**src/rtl/clkrt_pkg.sv**
```systemverilog
package clkrt_pkg;

    localparam int P_W    = 5;
    localparam int R_W    = 8;
    localparam int M_W    = 11;
    localparam int SEL_W  = 2;
    localparam int ROLE_W = 2;

    localparam int P_LSB  = 0;
    localparam int MS_LSB = P_LSB + P_W;
    localparam int AS_LSB = MS_LSB + SEL_W;
    localparam int R_LSB  = AS_LSB + SEL_W;
    localparam int M_LSB  = R_LSB + R_W;
    localparam int CFG_W  = M_LSB + M_W;

    localparam int NDIV    = 2;
    localparam int OSC_IDX = 0;
    localparam int REF_IDX = 1;
    localparam int NHALF   = 2;
    localparam int RH_IDX  = 0;
    localparam int MH_IDX  = 1;

    typedef enum logic [SEL_W-1:0] {
        MAIN_OSC     = 2'd0,
        MAIN_REF     = 2'd1,
        MAIN_REFDIV  = 2'd2,
        MAIN_OSC_ALT = 2'd3
    } main_sel_e;

    typedef enum logic [SEL_W-1:0] {
        AUX_REF       = 2'd0,
        AUX_REF_HALF  = 2'd1,
        AUX_MAIN      = 2'd2,
        AUX_MAIN_HALF = 2'd3
    } aux_sel_e;

    typedef enum logic [ROLE_W-1:0] {
        ROLE_OE     = 2'd0,
        ROLE_PD     = 2'd1,
        ROLE_CLK    = 2'd2,
        ROLE_OE_ALT = 2'd3
    } role_e;

    typedef struct packed {
        logic [P_W-1:0] p;
        main_sel_e      msel;
        aux_sel_e       asel;
    } live_cfg_t;

    localparam int LIVE_W = $bits(live_cfg_t);

    typedef struct packed {
        logic gate_en;
        logic halt;
        logic drive_pin;
    } pin_ctl_t;

    function automatic logic [P_W-1:0] eff_div(input logic [P_W-1:0] p);
        return (p == '0) ? P_W'(1) : p;
    endfunction

    function automatic pin_ctl_t decode_role(input role_e r, input logic pin);
        pin_ctl_t c;
        logic oe_off;
        oe_off      = ((r == ROLE_OE) || (r == ROLE_OE_ALT)) && !pin;
        c.halt      = (r == ROLE_PD) && !pin;
        c.gate_en   = !oe_off && !c.halt;
        c.drive_pin = (r == ROLE_CLK);
        return c;
    endfunction

endpackage

```
**src/rtl/clkrt_postdiv.sv**
```systemverilog
module clkrt_postdiv #(
    parameter int W = 5
) (
    input  logic         clk,
    input  logic         rst,
    input  logic         clr,
    input  logic         tick,
    input  logic [W-1:0] divv,
    output logic         out_q,
    output logic         fall_evt
);
    logic [W-1:0] cnt_q;
    logic         term;

    assign term     = (cnt_q >= (divv - W'(1)));
    assign fall_evt = tick && term && out_q;

    always_ff @(posedge clk) begin
        if (rst || clr) begin
            cnt_q <= '0;
            out_q <= 1'b0;
        end else if (tick) begin
            if (term) begin
                cnt_q <= '0;
                out_q <= !out_q;
            end else begin
                cnt_q <= cnt_q + W'(1);
            end
        end
    end
endmodule

```
**src/rtl/clkrt_halfdiv.sv**
```systemverilog
module clkrt_halfdiv (
    input  logic clk,
    input  logic rst,
    input  logic clr,
    input  logic tick,
    output logic out_q
);
    always_ff @(posedge clk) begin
        if (rst || clr) begin
            out_q <= 1'b0;
        end else if (tick) begin
            out_q <= !out_q;
        end
    end
endmodule

```
**src/rtl/clkrt_bank.sv**
```systemverilog
module clkrt_bank
    import clkrt_pkg::*;
(
    input  logic      clk,
    input  logic      rst,
    input  logic      load,
    input  logic      fsel,
    input  live_cfg_t bank_a,
    input  live_cfg_t bank_b,
    output live_cfg_t act_q
);
    live_cfg_t chosen;

    assign chosen = fsel ? bank_a : bank_b;

    always_ff @(posedge clk) begin
        if (rst || load) begin
            act_q <= chosen;
        end
    end
endmodule

```
**src/rtl/clkrt_router.sv**
```systemverilog
module clkrt_router
    import clkrt_pkg::*;
(
    input  logic             clk,
    input  logic             rst,
    input  logic             ref_in,
    input  logic             fsel,
    input  logic [CFG_W-1:0] cfg_bank1,
    input  logic [CFG_W-1:0] cfg_bank2,
    input  logic [ROLE_W-1:0] mf_role,
    input  logic             mf_pin_in,
    output logic             clk0_out,
    output logic             mf_pin_out,
    output logic             mf_pin_oe
);
    live_cfg_t      cfg_a;
    live_cfg_t      cfg_b;
    live_cfg_t      act_q;
    pin_ctl_t       pc;
    logic [P_W-1:0] div_val;
    logic           ref_q;
    logic           ref_rise;
    logic           main_src;
    logic           main_prev;
    logic           main_rise;
    logic           aux_src;
    logic           bank_load;
    logic           clk0_q;
    logic           clk1_q;
    logic [NDIV-1:0]  div_tick;
    logic [NDIV-1:0]  div_out;
    logic [NDIV-1:0]  div_fall;
    logic [NHALF-1:0] half_tick;
    logic [NHALF-1:0] half_out;

    // stored word layout: post value, main select, secondary select, then carried dividers
    assign cfg_a.p    = cfg_bank1[P_LSB +: P_W];
    assign cfg_a.msel = main_sel_e'(cfg_bank1[MS_LSB +: SEL_W]);
    assign cfg_a.asel = aux_sel_e'(cfg_bank1[AS_LSB +: SEL_W]);
    assign cfg_b.p    = cfg_bank2[P_LSB +: P_W];
    assign cfg_b.msel = main_sel_e'(cfg_bank2[MS_LSB +: SEL_W]);
    assign cfg_b.asel = aux_sel_e'(cfg_bank2[AS_LSB +: SEL_W]);

    assign pc = decode_role(role_e'(mf_role), mf_pin_in);

    // bank switch waits for the falling edge of the divider that feeds the main output
    assign bank_load = pc.halt ||
                       ((act_q.msel == MAIN_REFDIV) ? div_fall[REF_IDX] : div_fall[OSC_IDX]);

    clkrt_bank u_bank (
        .clk    (clk),
        .rst    (rst),
        .load   (bank_load),
        .fsel   (fsel),
        .bank_a (cfg_a),
        .bank_b (cfg_b),
        .act_q  (act_q)
    );

    assign div_val = eff_div(act_q.p);

    always_ff @(posedge clk) begin
        if (rst) begin
            ref_q <= 1'b0;
        end else begin
            ref_q <= ref_in;
        end
    end

    assign ref_rise = ref_in && !ref_q;

    assign div_tick[OSC_IDX] = 1'b1;
    assign div_tick[REF_IDX] = ref_rise;

    for (genvar gi = 0; gi < NDIV; gi++) begin : g_div
        clkrt_postdiv #(.W(P_W)) u_div (
            .clk      (clk),
            .rst      (rst),
            .clr      (pc.halt),
            .tick     (div_tick[gi]),
            .divv     (div_val),
            .out_q    (div_out[gi]),
            .fall_evt (div_fall[gi])
        );
    end

    always_comb begin
        unique case (act_q.msel)
            MAIN_REF:    main_src = ref_q;
            MAIN_REFDIV: main_src = div_out[REF_IDX];
            default:     main_src = div_out[OSC_IDX];
        endcase
    end

    always_ff @(posedge clk) begin
        if (rst || pc.halt) begin
            main_prev <= 1'b0;
        end else begin
            main_prev <= main_src;
        end
    end

    assign main_rise = main_src && !main_prev;

    assign half_tick[RH_IDX] = ref_rise;
    assign half_tick[MH_IDX] = main_rise;

    for (genvar hi = 0; hi < NHALF; hi++) begin : g_half
        clkrt_halfdiv u_half (
            .clk   (clk),
            .rst   (rst),
            .clr   (pc.halt),
            .tick  (half_tick[hi]),
            .out_q (half_out[hi])
        );
    end

    always_comb begin
        unique case (act_q.asel)
            AUX_REF:      aux_src = ref_q;
            AUX_REF_HALF: aux_src = half_out[RH_IDX];
            AUX_MAIN:     aux_src = main_src;
            default:      aux_src = half_out[MH_IDX];
        endcase
    end

    always_ff @(posedge clk) begin
        if (rst || pc.halt) begin
            clk0_q <= 1'b0;
            clk1_q <= 1'b0;
        end else begin
            clk0_q <= main_src && pc.gate_en;
            clk1_q <= aux_src && pc.gate_en && pc.drive_pin;
        end
    end

    assign clk0_out   = clk0_q;
    assign mf_pin_out = clk1_q;
    assign mf_pin_oe  = pc.drive_pin;
endmodule

```
**config.mk**
```make
export PLATFORM = sky130hd
export DESIGN_NAME = clkrt_router
export DESIGN_NICKNAME = d
export VERILOG_FILES = /design/src/rtl/clkrt_pkg.sv /design/src/rtl/clkrt_postdiv.sv /design/src/rtl/clkrt_halfdiv.sv /design/src/rtl/clkrt_bank.sv /design/src/rtl/clkrt_router.sv
export SDC_FILE = /design/constraint.sdc
export NUM_CORES = 1
export LEC_CHECK = 0
export ABC_AREA = 1
export BUFFER_PORTS_ARGS = -buffer_cell sky130_fd_sc_hd__buf_4
export CAP_MARGIN = 0
export CORE_UTILIZATION = 30
export CTS_CLUSTER_SIZE = 40
export DETAILED_ROUTE_END_ITERATION = 10
export GPL_TIMING_DRIVEN = 0
export SLEW_MARGIN = 25
export SYNTH_ARGS = -nofsm -noshare
export SYNTH_HDL_FRONTEND = slang
export SYNTH_HIERARCHICAL = 1
export SYNTH_SLANG_ARGS = --single-unit
```
**constraint.sdc**
```tcl
create_clock -name clk -period 2.8 [get_ports clk]
set_input_delay 0.56 -clock clk [delete_from_list [all_inputs] [get_ports clk]]
set_output_delay 0.56 -clock clk [all_outputs]
set_load 0.01 [all_outputs]
```
Yosys cells after proc, flatten, opt, wreduce, memory -nomap -nowiden. Cells that the tools add are included. W data, S select, Z words.

Equality and inequality tests: 7. Order comparisons: 2. Multiplexer cells: 6. Reduce and logical (&&, ||, !) cells: 29. $add $sub $neg: 3.

Operators with widths (number): $logic_and A1 B1 Y1 (11); $add A5 B1 Y5 const B (2); $ge A5 B5 Y1 (2); $mux W5 (2); $logic_not A1 Y1 (9); $mux W9 (1); $eq A2 B2 Y1 const B (4); $eq A2 B1 Y1 const B (3); $logic_not A5 Y1 (1); $sub A5 B1 Y5 const B (1); $logic_not A2 Y1 (2); $logic_or A1 B1 Y1 (4); $pmux W1 S3 (1); $pmux W1 S2 (1); $reduce_and A2 Y1 (1); $reduce_or A2 Y1 (1); $mux W1 (1).

Input bits: 63. Flip-flop bits (word level): 27.

Depth between registers and ports, before layout.
Depth in word-level cells: 9. Mapped depth: 17. Mapped depth without buffers: 17.

Hierarchy. Netlist, hierarchy kept.

By module, submodules not included: clkrt_postdiv (cells each 58, area an instance 467.9 um^2, instances 2, sequential area each 120.1 um^2); clkrt_bank (cells each 39, area an instance 392.9 um^2, instances 1, sequential area each 270.3 um^2); clkrt_router (cells each 52, area an instance 347.8 um^2, instances 1, sequential area each 80.1 um^2); clkrt_halfdiv (cells each 6, area an instance 41.3 um^2, instances 2, sequential area each 20.0 um^2).

Worst setup path after synthesis. Ideal clock, no wire load.

Path type: flip-flop to flip-flop. Start point: register u_bank/act_q[7] (netlist name). End point: register u_bank/act_q[0] (netlist name). Slack: 0.179 ns. Buffers on the path: 0. Setup time: 0.273 ns. Cell stages (with the launch flop): 16. Arrival: 2.347 ns. Cells stage by stage: edfxtp_1 > nor2_1 > a21o_1 > inv_1 > ha_1 > nand2_1 > xnor2_1 > inv_1 > ha_1 > a21oi_1 > nand3_2 > nand3_1 > inv_1 > a21oi_1 > o21ai_1 > or2_2.

Word-level cells in the longest chain between the ends: 9.

Ends and longest elaborated chain: $logic_not A5 Y1 (line clkrt_pkg.sv:59) `return (p == '0) ? P_W'(1) : p;`; $mux W5 (line clkrt_pkg.sv:59); via div_val[0] (line clkrt_router.sv:20) `logic [P_W-1:0] div_val;`; $sub A5 B1 Y5 (line clkrt_postdiv.sv:15) `assign term = (cnt_q >= (divv - W'(1)));`; $ge A5 B5 Y1 (line clkrt_postdiv.sv:15); $logic_and A1 B1 Y1 (2 in a row) (line clkrt_postdiv.sv:16) `assign fall_evt = tick && term && out_q;`; via div_fall[1] (line clkrt_router.sv:32) `logic [NDIV-1:0] div_fall;`; $mux W1 (line clkrt_router.sv:48) `((act_q.msel == MAIN_REFDIV) ? div_fall[REF_IDX] : div_fall[OSC_IDX]);`; $logic_or A1 B1 Y1 (line clkrt_router.sv:47) `assign bank_load = pc.halt ||`; via bank_load (line clkrt_router.sv:27) `logic bank_load;`; $logic_or A1 B1 Y1 (line clkrt_bank.sv:17) `if (rst || load) begin`.

The timed path passes the listed nets, and every way through them passes these cells. A chain may end at the register's enable or synchronous reset.

Worst setup path in the final report.
Start point: register u_bank/act_q[5] (netlist name). End point: register u_bank/act_q[7] (netlist name).

RTL lines (line): $logic_not A5 Y1 (clkrt_pkg.sv:59); $mux W5 (clkrt_pkg.sv:59); via div_val[0] (clkrt_router.sv:20); $sub A5 B1 Y5 (clkrt_postdiv.sv:15); $ge A5 B5 Y1 (clkrt_postdiv.sv:15); $logic_and A1 B1 Y1 (clkrt_postdiv.sv:16); via div_fall[0] (clkrt_router.sv:32); $mux W1 (clkrt_router.sv:48); $logic_or A1 B1 Y1 (clkrt_router.sv:47); via bank_load (clkrt_router.sv:27); $logic_or A1 B1 Y1 (clkrt_bank.sv:17).

The timed path passes the listed nets, and every way through them passes these cells.

==> impl_metrics.json <==
{
  "finalPower_mw": 0.957,
  "core-area_um2": 5570,
  "ant_nets": 0,
  "nFillCells": 559,
  "initial_core_util_pct": 31.6,
  "multiInputGateArea_um2": 1040,
  "fin_util_pct": 39.6,
  "place_congestion": 0.730,
  "cp_cell_sequence": "nor2_1, a21o_1, buf_4, inv_1, ha_2, nand2_2, xnor2_1, inv_1, ha_4, nand2_1, nor2_1, nand2_1, nand3_2, nand3_2, inv_1, inv_1, o21ai_2, or2_4",
  "synth_cell_type_count": 29,
  "pin_count": 66,
  "area_growth_pct": 25.5,
  "cp_slowest_cell": "edfxtp_1",
  "drtIter0Drc": 31,
  "leakage_nw": 1.06,
  "num_rows": 27,
  "clock-sinks": 27,
  "critPathMostFrequentCell": "inv_1",
  "die_w_um": 78.6,
  "setup_viol": 0,
  "dp_hpwl_um": 2310,
  "period_needed_ns": 2.68,
  "grt_pass1_vias": 1338,
  "crit_arrival_ns": 2.68,
  "grt_first_pass_wirelength_um": 5380,
  "p_per_area_nw_per_um2": 433,
  "diodes": 0,
  "register_area_um2": 631,
  "die-area_um2": 6170,
  "whs_ns": 0.499,
  "synth_common_cells": "nand2_1 (58), inv_1 (27), dfxtp_1 (18), ha_1 (18), nor2_1 (15)",
  "critPathMaxFanout": 5,
  "finalNonFillerCells": 328,
  "synth-seq-cells": 27,
  "run_status": "completed",
  "grt_use_total_pct": 10.7,
  "synth_edf_count": 9,
  "slowest_delay_ns": 0.40,
  "synth_area_um2": 1760,
  "final_nets": 338,
  "wl_per_cell_um": 9.16,
  "num_vias": 1357,
  "tns_ns": 0,
  "drc": 0,
  "synth_area_leader_cell": "dfxtp_1",
  "avgSynthCellArea_um2": 8.03,
  "crit_type": "register to register",
  "drtPass1Iterations": 4,
  "vdd.ir_drop.worst_v": 0.000182,
  "grt_max_degree": 17,
  "async_flop_share_pct": 0,
  "synth.area.top_cells": "dfxtp_1 (20%), edfxtp_1 (15%), ha_1 (13%)",
  "ff2ff_path_depth": 18,
  "placed_cells": 317,
  "fmax_ghz": 0.373,
  "clock_skew_ns": 0.00683,
  "ys.flop_type": "dfxtp_1",
  "maxSlewViolCount": 0,
  "worstHoldPathCells": 3,
  "hold_violations": 0,
  "layout-drive-gt1-share_pct": 32.0,
  "cap_violations": 0,
  "cts_tree": "done",
  "antenna_found_initial": 0,
  "synth_seq_area_share_pct": 35.8,
  "synth_top_area_share_pct": 20.5,
  "clkSlewWorstSetupHoldPaths_ns": 0.09,
  "start_kind": "register",
  "grt_overflow": 0,
  "fin_crit_sh_pct": 95.7,
  "hold_class": "input port to register",
  "cp-end-kind": "register",
  "cp.required_ns": 2.80,
  "synth_nets": 300,
  "cts_buffer_depth": 2,
  "cts_buffers": 3,
  "synthCells": 219,
  "yosysWarnings": 6,
  "postCtsHoldBufs": 0,
  "root_buffer": "clkbuf_8",
  "yosysMostFrequentCell": "nand2_1",
  "die_h_um": 78.6,
  "cts_htree_levels": 1,
  "clk_latency_ns": 0.28,
  "wirelength_um": 3000,
  "io_buffers": 26,
  "via_per_inst": 4.14
}
[critical path, delay by kind of cell (launching register included)]
| kind | cells | cell delay, ns |
|---|---|---|
| adder cells (fa/ha/maj) | 2 | 0.45 |
| AO/OA/AOI/OAI | 2 | 0.33 |
| AND/OR/NAND/NOR | 8 | 0.74 |
| XOR/XNOR | 1 | 0.10 |
| flip-flops | 1 | 0.40 |
| buffers and inverters | 5 | 0.36 |
[cell usage in the layout (no fill, tap or decap), types with 3 or more instances in the layout]
cell type | Yosys | layout
nand2_1 | 58 | 56
buf_4 | 2 | 34
inv_1 | 27 | 27
dfxtp_1 | 18 | 18
nor2_1 | 15 | 15
ha_1 | 18 | 14
nor2_2 | 12 | 12
edfxtp_1 | 9 | 9
xnor2_1 | 8 | 8
nand3_2 | 5 | 7
xor2_1 | 6 | 6
a21oi_2 | 2 | 5
clkbuf_1 | 4 | 4
a21oi_1 | 7 | 4
nand2_2 | 2 | 4
nand4_1 | 4 | 4
inv_2 | 3 | 3
clkbuf_8 | 0 | 3
[state kept, by name, summed over array words and instances, names as in the netlist]
signal	cells
ref_q	1
mf_pin_out	1
u_bank/act_q	9
g_div.u_div/out_q	2
g_div.u_div/cnt_q	10
main_prev	1
g_half.u_half/out_q	2
clk0_out	1
[logic make-up (layout without fill, tap and decap cells)]
group / count (synthesis) / count (layout) / synth area share [%]
compound gates: 12 / 12 / 4.62
flops: 27 / 27 / 35.8
mux: 2 / 2 / 1.14
simple gates: 107 / 108 / 29.4
other cells: 1 / 1 / 0.213
fa+ha+maj: 18 / 18 / 12.8
xor+xnor: 14 / 14 / 6.97
buf+inv: 38 / 74 / 8.96
[what timing repair did]
item,CTS,global route
cloned,0,1
pin swaps,0,5
hold endpoints to repair,0,0
resized for setup,1,13
endpoints found under the setup margin,9,9
buffers inserted,0,6
[metal layers]
layer | global-route usage, % | vias up | part of all wire [%]
li1 | - | 754 | -
met1 | 12.6 | 572 | 47
met2 | 19.4 | 26 | 49
met3 | 0.698 | 5 | 2.2
met4 | 5.56 | 0 | 2.1
met5 | 0 | - | 0
[per-stage QoR]
step | cell area (µm²) | setup slack [ns]
detailed placement | 2040 | -0.0610
CTS | 2090 | 0.00234
global route | 2210 | -0.0440
global placement | 2040 | -0.0368
floorplan | 1760 | 0.179
finish | 2210 | 0.119
[path summary, 6_finish.rpt]
path / start / end / slack (ns)
min: ref_in / ref_q / 0.50
max reg2reg: u_bank/act_q[5] / u_bank/act_q[7] / 0.12
max: u_bank/act_q[5] / u_bank/act_q[7] / 0.12
min reg2reg: g_div[0].u_div/out_q / g_div[0].u_div/out_q / 0.54
[cell type report]
type                    count  area share [%]
multi-input cells         155            47.2
flip-flops and latches     27            28.6
repair buffers             32            10.9
inverters                  31            5.27
well taps                  72            4.08
clock buffers               3            1.87
plain buffers               7            1.87
clock inverters             1           0.283
[power by group]
part	leakage, nW	switching, mW	total [mW]	internal, mW
Clock	0.0260	0.123	0.225	0.102
Sequential	0.236	0.0194	0.456	0.437
Combinational	0.802	0.145	0.275	0.130
Total	1.06	0.288	0.957	0.669
Power figures use the tool's default switching activity.
